### src/rtl/kcp_pkg.sv
package kcp_pkg;
  typedef enum logic [1:0] {
    PSEL_NONE  = 2'd0,
    PSEL_INDEX = 2'd1,
    PSEL_DATA  = 2'd2
  } port_sel_e;

  function automatic port_sel_e decode_port(input logic [7:0] addr,
                                            input logic [7:0] base);
    if (addr == base)              return PSEL_INDEX;
    else if (addr == base + 8'd1)  return PSEL_DATA;
    else                           return PSEL_NONE;
  endfunction
endpackage

### src/rtl/kcp_rst_sync.sv
module kcp_rst_sync (
  input  logic clk,
  input  logic rst_n,
  output logic rst_sync_n
);
  logic [1:0] sync_q;

  always_ff @(posedge clk or negedge rst_n) begin
    if (!rst_n) sync_q <= 2'b00;
    else        sync_q <= {sync_q[0], 1'b1};
  end

  assign rst_sync_n = sync_q[1];
endmodule

### src/rtl/kcp_index.sv
module kcp_index #(
  parameter int DW = 8
) (
  input  logic          clk,
  input  logic          rst_n,
  input  logic          load,
  input  logic [DW-1:0] wdata,
  output logic [DW-1:0] idx_q
);
  logic [DW-1:0] idx_d;

  always_comb begin
    idx_d = idx_q;
    if (load) idx_d = wdata;
  end

  always_ff @(posedge clk or negedge rst_n) begin
    if (!rst_n) idx_q <= '0;
    else        idx_q <= idx_d;
  end
endmodule

### src/rtl/kcp_guard.sv
module kcp_guard #(
  parameter int          DW       = 8,
  parameter logic [7:0]  GUARD_IX = 8'h03,
  parameter logic [7:0]  KEY      = 8'hC5
) (
  input  logic          clk,
  input  logic          rst_n,
  input  logic          data_we,
  input  logic [DW-1:0] idx,
  input  logic [DW-1:0] wdata,
  output logic          unlocked_q
);
  logic guard_hit;
  logic unlocked_d;

  assign guard_hit = data_we && (idx == GUARD_IX);

  always_comb begin
    unlocked_d = unlocked_q;
    if (guard_hit) unlocked_d = (wdata == KEY);
  end

  always_ff @(posedge clk or negedge rst_n) begin
    if (!rst_n) unlocked_q <= 1'b0;
    else        unlocked_q <= unlocked_d;
  end
endmodule

### src/rtl/kcp_bank.sv
module kcp_bank #(
  parameter int          DW      = 8,
  parameter int          NREGS   = 3,
  parameter logic [7:0]  BASE_IX = 8'h42,
  parameter logic [7:0]  MISS_RD = 8'hFF
) (
  input  logic              clk,
  input  logic              rst_n,
  input  logic              wr_en,
  input  logic [DW-1:0]     idx,
  input  logic [DW-1:0]     wdata,
  output logic [DW-1:0]     rd_val,
  output logic [NREGS*DW-1:0] bank_o
);
  logic [DW-1:0] reg_q [NREGS];
  logic [NREGS-1:0] hit;

  for (genvar k = 0; k < NREGS; k++) begin : g_reg
    logic [DW-1:0] reg_d;
    assign hit[k] = (idx == BASE_IX + DW'(k));

    always_comb begin
      reg_d = reg_q[k];
      if (wr_en && hit[k]) reg_d = wdata;
    end

    always_ff @(posedge clk or negedge rst_n) begin
      if (!rst_n) reg_q[k] <= '0;
      else        reg_q[k] <= reg_d;
    end

    assign bank_o[k*DW +: DW] = reg_q[k];
  end

  always_comb begin
    rd_val = MISS_RD;
    for (int k = 0; k < NREGS; k++) begin
      if (hit[k]) rd_val = reg_q[k];
    end
  end
endmodule

### src/rtl/keyed_cfg_port.sv
module keyed_cfg_port #(
  parameter logic [7:0] PORT_BASE = 8'h22,
  parameter logic [7:0] GUARD_IX  = 8'h03,
  parameter logic [7:0] KEY       = 8'hC5,
  parameter logic [7:0] BASE_IX   = 8'h42,
  parameter int         NREGS     = 3
) (
  input  logic              clk,
  input  logic              rst_n,
  input  logic [7:0]        io_addr,
  input  logic              io_wr,
  input  logic              io_rd,
  input  logic [7:0]        io_wdata,
  output logic [7:0]        io_rdata,
  output logic [NREGS*8-1:0] cfg_o
);
  import kcp_pkg::*;
  localparam int DW = 8;
  localparam logic [7:0] MISS_RD = 8'hFF;

  logic      rst_sync_n;
  port_sel_e psel;
  logic      idx_we, data_we, bank_we;
  logic [DW-1:0] idx_q, bank_rd;
  logic      unlocked_q;

  kcp_rst_sync u_rst (.clk(clk), .rst_n(rst_n), .rst_sync_n(rst_sync_n));

  assign psel    = decode_port(io_addr, PORT_BASE);
  assign idx_we  = io_wr && (psel == PSEL_INDEX);
  assign data_we = io_wr && (psel == PSEL_DATA);
  assign bank_we = data_we && unlocked_q;

  kcp_index #(.DW(DW)) u_index (
    .clk(clk), .rst_n(rst_sync_n), .load(idx_we), .wdata(io_wdata), .idx_q(idx_q)
  );

  kcp_guard #(.DW(DW), .GUARD_IX(GUARD_IX), .KEY(KEY)) u_guard (
    .clk(clk), .rst_n(rst_sync_n), .data_we(data_we), .idx(idx_q),
    .wdata(io_wdata), .unlocked_q(unlocked_q)
  );

  kcp_bank #(.DW(DW), .NREGS(NREGS), .BASE_IX(BASE_IX), .MISS_RD(MISS_RD)) u_bank (
    .clk(clk), .rst_n(rst_sync_n), .wr_en(bank_we), .idx(idx_q),
    .wdata(io_wdata), .rd_val(bank_rd), .bank_o(cfg_o)
  );

  always_comb begin
    io_rdata = '0;
    if (io_rd) begin
      unique case (psel)
        PSEL_INDEX: io_rdata = idx_q;
        PSEL_DATA:  io_rdata = unlocked_q ? bank_rd : MISS_RD;
        default:    io_rdata = '0;
      endcase
    end
  end
endmodule

### config.mk
export PLATFORM = sky130hd
export DESIGN_NAME = keyed_cfg_port
export DESIGN_NICKNAME = d
export VERILOG_FILES = /design/src/rtl/kcp_pkg.sv /design/src/rtl/kcp_rst_sync.sv /design/src/rtl/kcp_index.sv /design/src/rtl/kcp_guard.sv /design/src/rtl/kcp_bank.sv /design/src/rtl/keyed_cfg_port.sv
export SDC_FILE = /design/constraint.sdc
export NUM_CORES = 1
export LEC_CHECK = 0
export BUFFER_PORTS_ARGS = -buffer_cell sky130_fd_sc_hd__buf_4
export CAP_MARGIN = 30
export CORE_ASPECT_RATIO = 1.1
export CORE_MARGIN = 3
export CORE_UTILIZATION = 47
export DETAILED_ROUTE_END_ITERATION = 8
export GPL_TIMING_DRIVEN = 0
export MAX_ROUTING_LAYER = met4
export PLACE_DENSITY = 0.88
export SYNTH_ARGS = -nofsm -noshare
export SYNTH_HDL_FRONTEND = slang
export SYNTH_HIERARCHICAL = 1
export SYNTH_SLANG_ARGS = --single-unit
### constraint.sdc
create_clock -name clk -period 1.5 [get_ports clk]
set_input_delay 0.15 -clock clk [delete_from_list [all_inputs] [get_ports clk]]
set_output_delay 0.15 -clock clk [all_outputs]
set_load 0.005 [all_outputs]
## Word-level counts from Yosys, hierarchy flattened

Index checks and enable logic that the tools add are counted.

| storage, ports and cells | value |
|---|---|
| register bits after elaboration | 35 |
| input bits | 20 |
| output and inout port bits | 32 |
| word-level logic and storage cells | 30 |

| operators by class | value |
|---|---|
| equality and inequality tests | 9 |
| muxes and demuxes | 8 |
| reductions and logical operators | 7 |

Operator list:

| cell | count |
|---|---|
| 8-bit two-way mux | 5 |
| 8-bit by 7-bit == test with 1-bit output, second input constant | 3 |
| 8-bit by 6-bit == test with 1-bit output, second input constant | 2 |
| 8-bit case mux with 2 select lines | 1 |
| 8-bit by 2-bit == test with 1-bit output, second input constant | 1 |
| 8-bit == test, second input constant | 1 |
| 1-bit logical AND | 7 |
| 2-bit two-way mux | 2 |
| 2-bit by 1-bit == test with 1-bit output, second input constant | 1 |
| 2-bit == test, second input constant | 1 |

## Longest topological paths before layout

| logic depth | value |
|---|---|
| depth after elaboration | 7 |
| depth in mapped cells | 7 |
| gate-level depth less buffers | 6 |

## Cells and area by module

The synthesis kept the hierarchy.

By module, submodules not included:

| module | times used | cells each | area an instance (um^2) | seq. area each (um^2) |
|---|---|---|---|---|
| kcp_bank | 1 | 103 | 1246.2 | 600.6 |
| kcp_index | 1 | 17 | 331.6 | 200.2 |
| keyed_cfg_port | 1 | 27 | 163.9 | 0.0 |
| kcp_guard | 1 | 8 | 87.6 | 25.0 |
| kcp_rst_sync | 1 | 3 | 53.8 | 50.0 |

## Least setup slack after synthesis

Ideal clock, no wire load.

| timing | value |
|---|---|
| kind | input -> register |
| start | in io_addr[4] |
| end | reg u_guard.unlocked_q |
| library setup time | 125 ps |
| arrival time | 1740 ps |
| required time | 1375 ps |
| slack | -365 ps |
| cell stages on the path | 6 |
| buffers on the path | 0 |
| cell sequence | nor4b_4 > nand4_1 > nor2_1 > or4b_1 > nor4_2 > mux2_2 |

| on the way | value |
|---|---|
| cells in the longest elaborated chain, start to end | 6 |
| elaborated cells on any way between the ends | 7 |
| classes of those cells | 3 x eq/ne; 2 x mux; 2 x reduce/logical |

Ends and longest elaborated chain:

| what | RTL line | source |
|---|---|---|
| start: declaration | keyed_cfg_port.sv:10 | `input logic [7:0] io_addr,` |
| 8-bit by 6-bit == test with 1-bit output | kcp_pkg.sv:11 | `else if (addr == base + 8'd1) return PSEL_DATA;` |
| 2-bit two-way mux | kcp_pkg.sv:11 |  |
| 2-bit two-way mux (*) | kcp_pkg.sv:10 | `if (addr == base) return PSEL_INDEX;` |
| 2-bit == test (*) | keyed_cfg_port.sv:31 | `assign data_we = io_wr && (psel == PSEL_DATA);` |
| 1-bit logical AND (*) | keyed_cfg_port.sv:31 |  |
| net data_we | keyed_cfg_port.sv:23 | `logic idx_we, data_we, bank_we;` |
| 1-bit logical AND (*) | kcp_guard.sv:16 | `assign guard_hit = data_we && (idx == GUARD_IX);` |
| end signal: assignment | kcp_guard.sv:25 | `else unlocked_q <= unlocked_d;` |
| end: declaration | kcp_guard.sv:11 | `output logic unlocked_q` |

Mark *: on every way through the listed nets, which the timed path passes. The rest lies on a longest branch.
A chain may end at the register's enable or synchronous reset.

## Worst setup path in the final report

| timing | value |
|---|---|
| start | reg u_index.idx_q[2] |
| end | out io_rdata[6] |

| on the way | value |
|---|---|
| cells in the longest elaborated chain, start to end | 7 |
| elaborated cells on any way between the ends | 9 |
| classes of those cells | 3 x eq/ne; 6 x mux |

Ends and longest elaborated chain:

| what | RTL line | source |
|---|---|---|
| start: declaration | kcp_index.sv:8 | `output logic [DW-1:0] idx_q` |
| start signal: assignment | kcp_index.sv:19 | `else idx_q <= idx_d;` |
| 8-bit by 7-bit == test with 1-bit output | kcp_bank.sv:20 | `assign hit[k] = (idx == BASE_IX + DW'(k));` |
| 8-bit two-way mux (2 in a row) | kcp_bank.sv:38 | `if (hit[k]) rd_val = reg_q[k];` |
| 8-bit two-way mux (*) | kcp_bank.sv:38 |  |
| net bank_rd[6] | keyed_cfg_port.sv:24 | `logic [DW-1:0] idx_q, bank_rd;` |
| 8-bit two-way mux (*) | keyed_cfg_port.sv:53 | `PSEL_DATA: io_rdata = unlocked_q ? bank_rd : MISS_RD;` |
| 8-bit case mux with 2 select lines (*) | keyed_cfg_port.sv:51 | `unique case (psel)` |
| 8-bit two-way mux (*) | keyed_cfg_port.sv:50 | `if (io_rd) begin` |
| end: declaration | keyed_cfg_port.sv:14 | `output logic [7:0] io_rdata,` |

Marks and branches as above.

==> reports/metrics.yaml <==
run_status:
  status: "complete, but fails checks"
  violations: "negative setup slack"
sta:
  hold_viol_final: 0
  drv_slew: 0
  fin_setup_tns_ns: -9.58
  finalCritPeriodShare_pct: 137
  worstMarginPinSlew_ns: 0.847
  fmax_mhz: 486
  min_period_ns: 2.06
  rsz0062_at_grt: "true"
  setup_viol: 33
  slew_headroom_pct: 43.6
  worst_slack_ns: -0.558
  skew_ns: 0.00295
power:
  p_per_area_nw_per_um2: 717
  cellLeakagePower_nw: 1.33
  ir_drop_mv: 0.576
worst_setup_path:
  worstPathArrival_ns: 1.91
  path_delay_family: "simple AND/OR/NAND/NOR gates"
  critPathKind: "reg2out"
  cp-end-kind: "output pin"
  cp_max_fo: 5
  crit_required_ns: 1.35
  path_buf_inv: 2
  max_stage_delay_ns: 0.45
  critPathSlowestCell: "dfrtp_2"
  cp_cell_sequence: "buf_8 -> or3b_4 -> a21oi_2 -> o211ai_1 -> nand3b_1 -> o21ai_1 -> nor2_1 -> buf_4"
  start_kind: "flip-flop"
  path_depth: 8
  r2r_cells: 5
global_route:
  grtUsageTotal_pct: 24.4
  busiest_layer: "met2"
  met2_usage_pct: 40.9
  grt_use_met1_pct: 28.3
  grt_max_degree: 19
  gr-total-overflow: 0
  met3_usage_pct: 6.04
  antenna_found_initial: 0
  grt_pass1_vias: 1623
  grt_pass1_wl_um: 8380
routing:
  drt_pass1_iterations: 4
  wl_um: 5350
  vias_per_cell: 5.72
  drc_errors: 0
  postRouteAntennaNets: 0
  drtIter0Drc: 101
  wl_per_cell_um: 18.9
  via_count: 1619
clock_tree:
  clk_pin_slew_ns: 0.07
  cts_tree: "done"
  clockRootBuffer: "clkbuf_8"
  clk_path_buf_depth: 2
  clkSinkCount: 35
  htreeDepth: 2
  clk_latency_ns: 0.29
  cts_inserted_buffers: 5
placement:
  dp_hpwl_um: 3500
  gp_congestion: 0.846
  place_inst: 260
  place_ws_ns: -0.583
  numPortBuffers: 51
die:
  rows: 23
  die-area_um2: 4800
  fp.dieH_um: 72.4
  die_w_um: 66.4
  ios: 52
  core_um2: 3740
  start_util_pct: 50.3
synthesis:
  synthTopCellsByCount: "35 x dfrtp_1, 25 x mux2_2, 20 x nor2_1"
  synth_cell_types: 32
  yosysTopAreaCell: "dfrtp_1"
  ys_top_cells_by_area: "dfrtp_1 47%, mux2_2 15%, mux2_4 6.4%, nor2_1 4.0%, or3b_2 3.7%"
  avgSynthCellArea_um2: 11.9
  netlist_instances: 158
  synth-edff-count: 0
  ys_ff_latch: 35
  synth_warnings: 6
  ys_seq_area_share_pct: 46.5
  yosysMostFrequentCell: "dfrtp_1"
  syn_nets: 178
  yosys.area.top_type_share_pct: 46.5
  synthArstFlopShare_pct: 100
  yosys_most_used_dff: "dfrtp_1"
  syn-cell-area_um2: 1880
cells_and_area:
  layout.nets: 253
  antennaDiodeCount: 0
  fin_cells: 283
  drive_gt1_share_pct: 63.1
  areaGrowthSynthToFinish_pct: 43.8
flow_run:
  maxCapViolCount: 0
min_path:
  hold_class: "in2reg"
  holdPathStages: 2
layout by cell type (no fill, tap or decap), types with 2 or more instances in the layout:
cell type  netlist  final
a21oi_2          0      8
nand3b_1         3      3
buf_6            2      6
nand4_4          1      3
o211ai_1         8      8
buf_8            0      2
o22ai_1          7      7
buf_4            0     64
mux2_4           8      9
mux2_2          25     24
nor2_1          20     19
dfrtp_1         35     29
nor3b_4          1      2
dfrtp_2          0      6
clkbuf_8         0      6
or3b_4           0      8
nand2_1         10     10
final cells by class:
type,count,area [um^2]
flip-flops and latches,35,883
well taps,50,62.6
multi-input cells,115,1050
fillers,269,1030
clock inverters,1,5.00
clock buffers,6,82.6
plain buffers,6,67.6
repair buffers,69,552
inverters,1,3.75
kinds of logic (layout without fill, tap and decap cells):
kind of cell	after synthesis	after routing	share of synthesized area, %
AOI/OAI and AO/OA	24	24	7.91
muxes	33	33	21.3
and+or+nand+nor	57	57	21.6
other	1	1	0.199
buffers and inverters	8	83	2.46
DFF	35	35	46.5
state kept, by name (all words and copies together) (netlist names):
signal	cells
u_guard/unlocked_q	1
u_bank/bank_o	24
u_rst/sync_q	2
u_index/idx_q	8
worst register-to-register path, delay by kind of cell, from the launching register on:
family           cells  cell delay [ns]
AND/OR/NAND/NOR      4             0.98
multiplexers         1             0.36
flip-flops           1             0.36
through the flow:
stage          power, mW  util [%]  hold WS (ns)  cell area (um^2)
6_report            1.94      72.4         0.127              2710
5_1_grt             2.02      72.4         0.125              2710
4_1_cts             1.94      70.6         0.115              2640
3_5_place_dp        1.21      64.5       -0.0662              2410
3_3_place_gp        1.20      63.8       -0.0661              2390
2_1_floorplan       1.12         -        -0.146              1940
report_power, final:
group | internal, mW | switching [mW] | leakage [nW]
Clock | 0.360 | 0.326 | 0.0470
Combinational | 0.148 | 0.116 | 0.807
Sequential | 0.958 | 0.0331 | 0.473
metal layers:
| metal | share of wire (%) | vias to the layer above |
|---|---|---|
| met1 | 40 | 815 |
| met2 | 52 | 61 |
| met5 | 0 | - |
| met3 | 6.1 | 12 |
| met4 | 2.0 | 0 |
| li1 | - | 731 |
worst paths after layout:
kind,startpoint,endpoint,slack (ns)
setup / recovery,u_index/idx_q[2],io_rdata[6],-0.56
hold / removal,io_wdata[1],u_index/idx_q[1],0.13
setup reg to reg,u_guard/unlocked_q,u_bank/bank_o[8],-0.31
hold reg to reg,u_rst/sync_q[1],u_bank/bank_o[7],0.35
max in group asynchronous,u_rst/sync_q[1],u_index/idx_q[6],0.57
min in group asynchronous,rst_n,u_rst/sync_q[1],0.17
repair_timing:
item                                   4_1_cts  5_1_grt
resized for setup                           16        8
hold buffers                                 1        0
gates cloned                                 1        0
endpoints found under the hold margin        2        0
pin swaps                                   24       11
setup endpoints to repair                   33       33
setup buffers                                9        6
No activity file was read; power rests on OpenSTA's default activity.
